**config.mk**
```make
export PLATFORM = sky130hd
export DESIGN_NAME = ispi_bridge
export DESIGN_NICKNAME = d
export VERILOG_FILES = /design/src/rtl/ispi_pkg.sv /design/src/rtl/ispi_addr_regs.sv /design/src/rtl/ispi_page_decode.sv /design/src/rtl/ispi_shifter.sv /design/src/rtl/ispi_bridge.sv
export SDC_FILE = /design/constraint.sdc
export NUM_CORES = 1
export LEC_CHECK = 0
export BUFFER_PORTS_ARGS = -buffer_cell sky130_fd_sc_hd__clkbuf_2
export CORE_ASPECT_RATIO = 0.5
export CORE_UTILIZATION = 61
export CTS_BUF_LIST = sky130_fd_sc_hd__clkbuf_2
export DETAILED_ROUTE_END_ITERATION = 8
export PLACE_DENSITY = 0.85
export SYNTH_ARGS = -nofsm -noshare
export SYNTH_HDL_FRONTEND = slang
export SYNTH_SLANG_ARGS = --single-unit
```
**constraint.sdc**
```tcl
create_clock -name clk -period 2.4 [get_ports clk]
set_input_delay 0 -clock clk [delete_from_list [all_inputs] [get_ports clk]]
set_output_delay 0 -clock clk [all_outputs]
set_load 0.01 [all_outputs]
```
**src/rtl/ispi_pkg.sv**
```systemverilog
package ispi_pkg;

    localparam int BYTE_W     = 8;
    localparam int ADDR_BYTES = 4;
    localparam int ADDR_W     = BYTE_W * ADDR_BYTES;
    localparam int OFF_W      = 3;
    localparam int SEL_W      = $clog2(ADDR_BYTES);

    localparam logic [OFF_W-1:0] OFF_DATA = OFF_W'(ADDR_BYTES);

    // Window: address bits 31:12 all ones; bits 15:8 pick the function
    localparam int               TAG_LSB   = 12;
    localparam logic [ADDR_W-1:TAG_LSB] WIN_TAG = '1;
    localparam logic [BYTE_W-1:0] PG_RELEASE = 8'hFE;
    localparam logic [BYTE_W-1:0] PG_SHIFT   = 8'hFD;
    localparam logic [BYTE_W-1:0] IDLE_BYTE  = 8'hFF;

    typedef enum logic [1:0] {
        PK_NONE    = 2'd0,
        PK_RELEASE = 2'd1,
        PK_SHIFT   = 2'd2
    } page_kind_e;

    typedef struct packed {
        logic               wr;
        logic               rd;
        logic [OFF_W-1:0]   off;
        logic [BYTE_W-1:0]  wdata;
    } host_req_t;

    function automatic page_kind_e classify(input logic [ADDR_W-1:0] a);
        if (a[ADDR_W-1:TAG_LSB] != WIN_TAG) return PK_NONE;
        if (a[15:8] == PG_RELEASE)          return PK_RELEASE;
        if (a[15:8] == PG_SHIFT)            return PK_SHIFT;
        return PK_NONE;
    endfunction

endpackage

```
**src/rtl/ispi_addr_regs.sv**
```systemverilog
module ispi_addr_regs
    import ispi_pkg::*;
(
    input  logic                  clk,
    input  logic                  rst,
    input  logic                  we,
    input  logic [SEL_W-1:0]      sel,
    input  logic [BYTE_W-1:0]     wdata,
    output logic [ADDR_W-1:0]     addr
);

    generate
        for (genvar b = 0; b < ADDR_BYTES; b++) begin : g_byte
            logic [BYTE_W-1:0] byte_q;
            always_ff @(posedge clk) begin
                if (rst)
                    byte_q <= '0;
                else if (we && sel == SEL_W'(b))
                    byte_q <= wdata;
            end
            assign addr[b*BYTE_W +: BYTE_W] = byte_q;
        end
    endgenerate

    AST_ADDR_HOLD: assert property (@(posedge clk) disable iff (rst)
        !we |=> $stable(addr));

endmodule

```
**src/rtl/ispi_page_decode.sv**
```systemverilog
module ispi_page_decode
    import ispi_pkg::*;
(
    input  logic [ADDR_W-1:0] addr,
    output page_kind_e        kind
);

    always_comb kind = classify(addr);

endmodule

```
**src/rtl/ispi_shifter.sv**
```systemverilog
module ispi_shifter
    import ispi_pkg::*;
#(
    parameter int SCK_HALF = 2
)(
    input  logic               clk,
    input  logic               rst,
    input  logic               start,
    input  logic [BYTE_W-1:0]  tx,
    input  logic               miso,
    output logic               busy,
    output logic               fin,
    output logic               sck,
    output logic               mosi,
    output logic [BYTE_W-1:0]  rx
);

    localparam int CW  = (SCK_HALF > 1) ? $clog2(SCK_HALF) : 1;
    localparam int BCW = $clog2(BYTE_W);

    logic [CW-1:0]     cnt;
    logic [BCW-1:0]    bitn;
    logic [BYTE_W-1:0] sreg, rreg;
    logic              sck_q, busy_q;
    logic              phase_end;

    assign phase_end = (cnt == CW'(SCK_HALF - 1));
    assign fin       = busy_q && phase_end && sck_q && (bitn == BCW'(BYTE_W - 1));

    always_ff @(posedge clk) begin
        if (rst) begin
            busy_q <= 1'b0;
            sck_q  <= 1'b0;
            cnt    <= '0;
            bitn   <= '0;
            sreg   <= '0;
            rreg   <= '0;
        end else if (start && !busy_q) begin
            busy_q <= 1'b1;
            sck_q  <= 1'b0;
            cnt    <= '0;
            bitn   <= '0;
            sreg   <= tx;
        end else if (busy_q) begin
            if (phase_end) begin
                cnt <= '0;
                if (!sck_q) begin
                    sck_q <= 1'b1;
                    rreg  <= {rreg[BYTE_W-2:0], miso};
                end else begin
                    sck_q <= 1'b0;
                    if (fin) begin
                        busy_q <= 1'b0;
                    end else begin
                        bitn <= bitn + 1'b1;
                        sreg <= {sreg[BYTE_W-2:0], 1'b0};
                    end
                end
            end else begin
                cnt <= cnt + 1'b1;
            end
        end
    end

    assign busy = busy_q;
    assign sck  = sck_q;
    assign mosi = sreg[BYTE_W-1];
    assign rx   = rreg;

    AST_SCK_IDLE_LOW: assert property (@(posedge clk) disable iff (rst)
        !busy_q |-> !sck_q);

    AST_MOSI_STEADY_AT_RISE: assert property (@(posedge clk) disable iff (rst)
        $rose(sck_q) |-> $stable(mosi));

endmodule

```
**src/rtl/ispi_bridge.sv**
```systemverilog
module ispi_bridge
    import ispi_pkg::*;
#(
    parameter int SCK_HALF = 2
)(
    input  logic              clk,
    input  logic              rst,
    input  logic [2:0]        host_off,
    input  logic              host_wr,
    input  logic              host_rd,
    input  logic [7:0]        host_wdata,
    output logic [7:0]        host_rdata,
    output logic              host_ready,
    output logic              spi_cs_n,
    output logic              spi_sck,
    output logic              spi_mosi,
    input  logic              spi_miso
);

    host_req_t         req;
    logic [ADDR_W-1:0] addr;
    page_kind_e        kind;
    logic              accept, is_reg, is_data, do_wr, do_rd, start;
    logic              sh_busy, sh_fin;
    logic [BYTE_W-1:0] sh_rx, tx_byte, reg_byte;
    logic              cs_n_q, rd_pend;
    logic [BYTE_W-1:0] rdata_q;

    always_comb begin
        req.wr    = host_wr;
        req.rd    = host_rd;
        req.off   = host_off;
        req.wdata = host_wdata;
    end

    assign host_ready = !sh_busy;
    assign accept     = (req.wr || req.rd) && host_ready;
    assign do_wr      = req.wr;
    assign do_rd      = req.rd && !req.wr;
    assign is_reg     = (req.off < OFF_DATA);
    assign is_data    = (req.off == OFF_DATA);
    assign start      = accept && is_data && (kind == PK_SHIFT);
    assign tx_byte    = do_wr ? req.wdata : IDLE_BYTE;
    assign reg_byte   = addr[req.off[SEL_W-1:0]*BYTE_W +: BYTE_W];

    ispi_addr_regs u_regs (
        .clk   (clk),
        .rst   (rst),
        .we    (accept && do_wr && is_reg),
        .sel   (req.off[SEL_W-1:0]),
        .wdata (req.wdata),
        .addr  (addr)
    );

    ispi_page_decode u_dec (
        .addr (addr),
        .kind (kind)
    );

    ispi_shifter #(.SCK_HALF(SCK_HALF)) u_shift (
        .clk   (clk),
        .rst   (rst),
        .start (start),
        .tx    (tx_byte),
        .miso  (spi_miso),
        .busy  (sh_busy),
        .fin   (sh_fin),
        .sck   (spi_sck),
        .mosi  (spi_mosi),
        .rx    (sh_rx)
    );

    always_ff @(posedge clk) begin
        if (rst) begin
            cs_n_q  <= 1'b1;
            rd_pend <= 1'b0;
            rdata_q <= '0;
        end else begin
            if (accept && do_wr && is_data && kind == PK_RELEASE)
                cs_n_q <= 1'b1;
            if (start) begin
                cs_n_q  <= 1'b0;
                rd_pend <= do_rd;
            end
            if (accept && do_rd) begin
                if (is_reg)
                    rdata_q <= reg_byte;
                else if (!start)
                    rdata_q <= IDLE_BYTE;
            end
            if (sh_fin && rd_pend)
                rdata_q <= sh_rx;
        end
    end

    assign spi_cs_n   = cs_n_q;
    assign host_rdata = rdata_q;

    AST_CS_LOW_WHILE_SHIFT: assert property (@(posedge clk) disable iff (rst)
        sh_busy |-> !spi_cs_n);

    AST_RELEASE_RAISES_CS: assert property (@(posedge clk) disable iff (rst)
        (accept && do_wr && is_data && kind == PK_RELEASE) |=> spi_cs_n);

    AST_NOHIT_NO_SHIFT: assert property (@(posedge clk) disable iff (rst)
        (accept && is_data && kind != PK_SHIFT) |=> !sh_busy);

    AST_STALL_BLOCKS_REGS: assert property (@(posedge clk) disable iff (rst)
        sh_busy |=> $stable(addr));

endmodule

```
After elaboration in Yosys (flattened, before gate mapping)
Index checks and enable logic that the tools add are counted.
{"block": "classes", "n_addsub": 2, "order_cmp": 1, "n_eq_ne": 12, "shifts": 1, "muxes": 31, "n_bitwise": 3, "reduce_logical": 33}
{"cell": "$mux W8", "count": 10}
{"cell": "$shiftx A32 B6 Y8", "count": 1}
{"cell": "$ne A20 B20 Y1 const B", "count": 1}
{"cell": "$logic_and A1 B1 Y1", "count": 18}
{"cell": "$eq A8 B8 Y1 const B", "count": 2}
{"cell": "$mux W1", "count": 15}
{"cell": "$mux W2", "count": 6}
{"cell": "$reduce_and A4 Y1", "count": 3}
{"cell": "$reduce_bool A2 Y1", "count": 5}
{"cell": "$eq A2 B2 Y1 const B", "count": 3}
{"cell": "$eq A3 B3 Y1 const B", "count": 2}
{"cell": "$eq A2 B1 Y1 const B", "count": 2}
{"cell": "$reduce_and A2 Y1", "count": 2}
{"cell": "$add A3 B1 Y3 const B", "count": 1}
{"cell": "$lt A3 B3 Y1 const B", "count": 1}
{"cell": "$ne A3 B3 Y1 const B", "count": 1}
{"cell": "$not A1 Y1", "count": 3}
{"cell": "$logic_not A1 Y1", "count": 2}
{"cell": "$logic_not A2 Y1", "count": 1}
{"cell": "$ne A2 B1 Y1 const B", "count": 1}
{"cell": "$reduce_or A2 Y1", "count": 1}
{"cell": "$add A1 B1 Y1 const B", "count": 1}
{"cell": "$logic_or A1 B1 Y1", "count": 1}
{"block": "word_totals", "regBits": 64, "input_bits": 16, "output_inout_bits": 12, "word_cells": 96}

Depth between registers and ports, before layout
{"block": "depth", "depth_word": 14, "mapped_depth": 8, "ltp_nobuf": 6}

Hierarchy
Synthesis repeated with hierarchy kept, for this count alone.
{"block": "hier_totals", "cells_unflattened": 324, "hier_area_um2": 3273.1}
{"mod": "ispi_addr_regs", "n_inst": 1, "cells_per_inst": 116, "area_per_inst_um2": 1285.0, "seq_area_each_um2": 640.6}
{"mod": "ispi_bridge", "n_inst": 1, "cells_per_inst": 101, "area_per_inst_um2": 979.7, "seq_area_each_um2": 200.2}
{"mod": "ispi_shifter", "n_inst": 1, "cells_per_inst": 95, "area_per_inst_um2": 937.1, "seq_area_each_um2": 440.4}
{"mod": "ispi_page_decode", "n_inst": 1, "cells_per_inst": 12, "area_per_inst_um2": 71.3, "seq_area_each_um2": 0.0}

Worst setup path after synthesis
Ideal clock, no wire load.
{"block": "synth_timing", "kind": "register -> register", "from": "reg u_shift.bitn[0]", "to": "reg u_shift.sreg[4]", "setup_ns": 0.088, "arrival_ns": 1.583, "required_time_ns": 2.312, "setup_slack_ns": 0.728, "stages_incl_launch_ff": 8, "path_buffers": 1, "synth_period_minus_slack_ns": 1.672, "cell_sequence": "dfxtp_1 -> ha_1 -> ha_1 -> clkbuf_1 -> nor2_2 -> nand2_1 -> and3_1 -> a311oi_2"}
{"block": "synth_between", "elab_chain_len": 4}
{"element": "start, declared", "line_no": "ispi_shifter.sv:22", "rtl": "logic [BCW-1:0] bitn;"}
{"element": "start signal, assigned", "line_no": "ispi_shifter.sv:55", "rtl": "bitn <= bitn + 1'b1;"}
{"element": "$eq A3 B3 Y1", "line_no": "ispi_shifter.sv:28", "rtl": "assign fin = busy_q && phase_end && sck_q && (bitn == BCW'(BYTE_W - 1));"}
{"element": "$logic_and A1 B1 Y1", "line_no": "ispi_shifter.sv:28"}
{"element": "$ne A2 B1 Y1 (no source line)"}
{"element": "$reduce_and A4 Y1 (no source line)"}
{"element": "end signal, assigned", "line_no": "ispi_shifter.sv:43", "rtl": "sreg <= tx;"}
{"element": "end signal, assigned", "line_no": "ispi_shifter.sv:56", "rtl": "sreg <= {sreg[BYTE_W-2:0], 1'b0};"}
{"element": "end, declared", "line_no": "ispi_shifter.sv:23", "rtl": "logic [BYTE_W-1:0] sreg, rreg;"}
Every way passes these cells.
A chain may end at the register's enable or synchronous reset.

Worst setup path in the final report
{"block": "layout_timing", "from": "reg u_regs.g_byte[2].byte_q[4]", "to": "reg u_shift.sreg[5]"}
{"block": "layout_between", "elab_chain_len": 8}
{"element": "start, declared", "line_no": "ispi_addr_regs.sv:14", "rtl": "logic [BYTE_W-1:0] byte_q;"}
{"element": "start signal, assigned", "line_no": "ispi_addr_regs.sv:19", "rtl": "byte_q <= wdata;"}
{"element": "$ne A20 B20 Y1 (*)", "line_no": "ispi_pkg.sv:32", "rtl": "if (a[ADDR_W-1:TAG_LSB] != WIN_TAG) return PK_NONE;"}
{"element": "$mux W1 (*)", "line_no": "ispi_pkg.sv:32"}
{"element": "$mux W2 (*)", "line_no": "ispi_pkg.sv:33", "rtl": "if (a[15:8] == PG_RELEASE) return PK_RELEASE;"}
{"element": "$eq A2 B2 Y1 (*)", "line_no": "ispi_bridge.sv:42", "rtl": "assign start = accept && is_data && (kind == PK_SHIFT);"}
{"element": "$logic_and A1 B1 Y1 (*)", "line_no": "ispi_bridge.sv:42"}
{"element": "$logic_and A1 B1 Y1 (*)", "line_no": "ispi_shifter.sv:38", "rtl": "end else if (start && !busy_q) begin"}
{"element": "$ne A2 B1 Y1 (no source line) or $reduce_bool A2 Y1 (tied branches)"}
{"element": "$reduce_and A4 Y1 (no source line)"}
Every way passes the cells marked *; elsewhere a longest branch is shown, timed or not.

==> flow_summary.json <==
{
  "portBuffers": 27,
  "detail-route-antenna-nets": 0,
  "syn_inst": 313,
  "worstSetupStartpointType": "register",
  "drive_gt1_share_pct": 20.7,
  "slew_violations": 0,
  "place_hpwl_um": 4750,
  "h-tree-depth": 3,
  "cp_slowest_cell": "dlygate4sd3_1",
  "worst-setup-path-type": "reg2reg",
  "synth_flop_cell": "dfxtp_1",
  "antenna_cells": 0,
  "syn-num-nets": 331,
  "cpPeakStageDelay_ns": 0.58,
  "wl_per_cell_um": 17.4,
  "multi_input_area_um2": 1500,
  "dpl.cell_count": 379,
  "vdd_drop_max_mv": 0.424,
  "path_buf_inv": 1,
  "p_leak_nw": 1.40,
  "fillCellCount": 290,
  "avgSynthCellArea_um2": 9.25,
  "clk_path_buf_depth": 2,
  "yosysTopAreaCellShare_pct": 44.3,
  "die_area_um2": 5040,
  "path_cells": "nand4_1 > nor4_4 > nand3_4 > and3_1 > a311oi_1 > dlygate4sd3_1",
  "die_height_um": 50.7,
  "nNetsFinal": 372,
  "path_max_fanout": 8,
  "fin_crit_sh_pct": 94.9,
  "setup_viol": 0,
  "drc": 0,
  "io_pins": 28,
  "tns_ns": 0,
  "synth_top_area_cell": "dfxtp_1",
  "final_cells": 415,
  "cp.required_ns": 2.88,
  "grt_pass1_vias": 2336,
  "synthTopCellsByArea": "dfxtp_1 44%, mux2i_1 11%, nor2_1 6.5%",
  "cts_tree": "built",
  "hold_violations": 0,
  "areaGrowthSynthToFinish_pct": 16.2,
  "clkSlewWorstSetupHoldPaths_ns": 0.18,
  "finalClockSkew_ns": 0.0222,
  "hold_ws_ns": 0.134,
  "finalCriticalPeriod_ns": 2.28,
  "grt_pass1_wl_um": 11300,
  "timing.final.ws_setup_ns": 0.122,
  "regArea_um2": 1280,
  "synth_edf_count": 0,
  "routed_wl_um": 7200,
  "grt_remaining_overflow": 0,
  "syn-cell-area_um2": 2890,
  "hp-class": "in2reg",
  "numCtsBuffers": 9,
  "worst_pin_slew_ns": 0.613,
  "grt_max_degree": 40,
  "rows": 17,
  "seq_area_frac_synth_pct": 44.3,
  "dp_slack_ns": 0.381,
  "total_power_w": 0.00197,
  "grtUsageTotal_pct": 30.3,
  "gp_congestion": 0.943,
  "arrival_ns": 2.76,
  "coreArea_um2": 4470,
  "cp-end-kind": "register",
  "start_util_pct": 64.8,
  "fmax_ghz": 0.439,
  "maxCapViolations": 0,
  "outcome": "completed",
  "viasPerCell": 6.15,
  "powerDensity_nw_per_um2": 587,
  "relSlewSlack_pct": 59.1,
  "die_x_um": 99.4,
  "ys_warn_count": 0,
  "worstSkewPairLatency_ns": 0.52,
  "dr.pass1.iters": 5,
  "antenna_found_initial": 0,
  "num_vias": 2552,
  "drtIter0Drc": 243,
  "ys_ff_latch": 64,
  "synth_cell_types": 40,
  "clkSinkCount": 64,
  "crit_family": "simple AND/OR/NAND/NOR gates",
  "cts-root-buf": "clkbuf_2",
  "ys_async_sr_fraction_pct": 0
}
[power by group]
| part | leakage, nW | total [W] | switching (W) | internal (W) |
|---|---|---|---|---|
| Clock | 0.0768 | 0.000716 | 0.000380 | 0.000336 |
| Combinational | 0.806 | 0.000161 | 0.0000920 | 0.0000686 |
| Sequential | 0.518 | 0.00110 | 0.0000139 | 0.00108 |
[metrics by stage]
step | area (um^2) | util, %
2_1_floorplan | 2890 | -
3_5_place_dp | 3010 | 67.4
5_1_grt | 3360 | 75.3
3_3_place_gp | 3010 | 67.4
6_report | 3360 | 75.3
4_1_cts | 3270 | 73.3
[flip-flops by register name, indices dropped and copies added (netlist names)]
register	cells
u_shift.sreg	8
spi_cs_n	1
u_shift.rx	8
u_shift.bitn	3
rd_pend	1
u_shift.sck	1
u_regs.g_byte.byte_q	32
u_shift.busy	1
host_rdata	8
u_shift.cnt	1
[synth_stat cells, types with 3 or more instances]
cell and instances:
a211oi_1 5, a21oi_1 15, a311oi_1 5, a31oi_1 3, and3_1 8, buf_2 6, buf_4 3, clkbuf_1 10
dfxtp_1 64, inv_1 8, mux2i_1 32, mux4_2 8, nand2_1 40, nand3_1 6, nand4_1 5, nor2_1 50
nor3_1 7, o21a_1 4, o221ai_1 4
[logic make-up after synthesis]
kind of cell / synth area share (%)
buffers and inverters: 5.06
AO/OA/AOI/OAI: 10.2
adder cells (fa/ha/maj): 0.865
flip-flops: 44.3
multiplexers: 17.8
XOR/XNOR: 0.605
AND/OR/NAND/NOR: 21.1
[path summary, 6_finish.rpt]
| kind | slack, ns | to | from | cells after the start |
|---|---|---|---|---|
| setup / recovery | 0.12 | u_shift.sreg[5]$_SDFFE_PP0P_ | u_regs.g_byte[2].byte_q[4]$_SDFFE_PP0P_ | 6 |
| hold reg to reg | 0.49 | u_shift.sreg[7]$_SDFFE_PP0P_ | u_shift.sreg[6]$_SDFFE_PP0P_ | 2 |
| setup reg to reg | 0.12 | u_shift.sreg[5]$_SDFFE_PP0P_ | u_regs.g_byte[2].byte_q[4]$_SDFFE_PP0P_ | 6 |
| hold / removal | 0.13 | u_shift.busy$_SDFF_PP0_ | host_off[2] | 5 |
[layout by cell type, fill, tap and decap left out, drive strengths merged, types with 4 or more instances in the layout]
master and count:
nor2 51, nor3 7, mux4 8, inv 8, clkbuf 37, nand3 8
o221ai 4, dfxtp 64, buf 10, mux2i 32, a21oi 17, clkinv 4
a211oi 5, a311oi 6, o21a 4, and3 8, dlygate4sd3 14, nand2 40
nand4 5
[final cells by class]
| cell class | count | area share [%] |
|---|---|---|
| multi-input combinational | 219 | 44.7 |
| sequential | 64 | 38.1 |
| timing repair buffer | 51 | 10.4 |
| clock inverter | 5 | 2.16 |
| tap | 57 | 2.12 |
| clock buffer | 10 | 1.49 |
| inverter | 9 | 1.00 |
[worst register-to-register path, stage by stage, from the launching register on]
cell and delay, ns:
dfxtp_1 0.42, nand4_1 0.16, nor4_4 0.44, nand3_4 0.19, and3_1 0.20, a311oi_1 0.27
dlygate4sd3_1 0.58
[metal layers]
layer	up-vias	share of wire, %	global-route usage, %	routed length, um
li1	1182	-	-	-
met1	1216	43	37.2	3100
met2	128	45	47.6	3260
met3	26	9.3	13.5	668
met4	0	2.4	11.0	174
met5	-	0	0	0
[timing repair]
action | 4_1_cts | 5_1_grt
setup buffers | 0 | 7
hold buffers | 14 | 0
hold endpoints to repair | 55 | 0
endpoints found under the setup margin | 0 | 1
gates resized for setup | 0 | 8
Note: power is estimated with default switching activity, not from simulation.
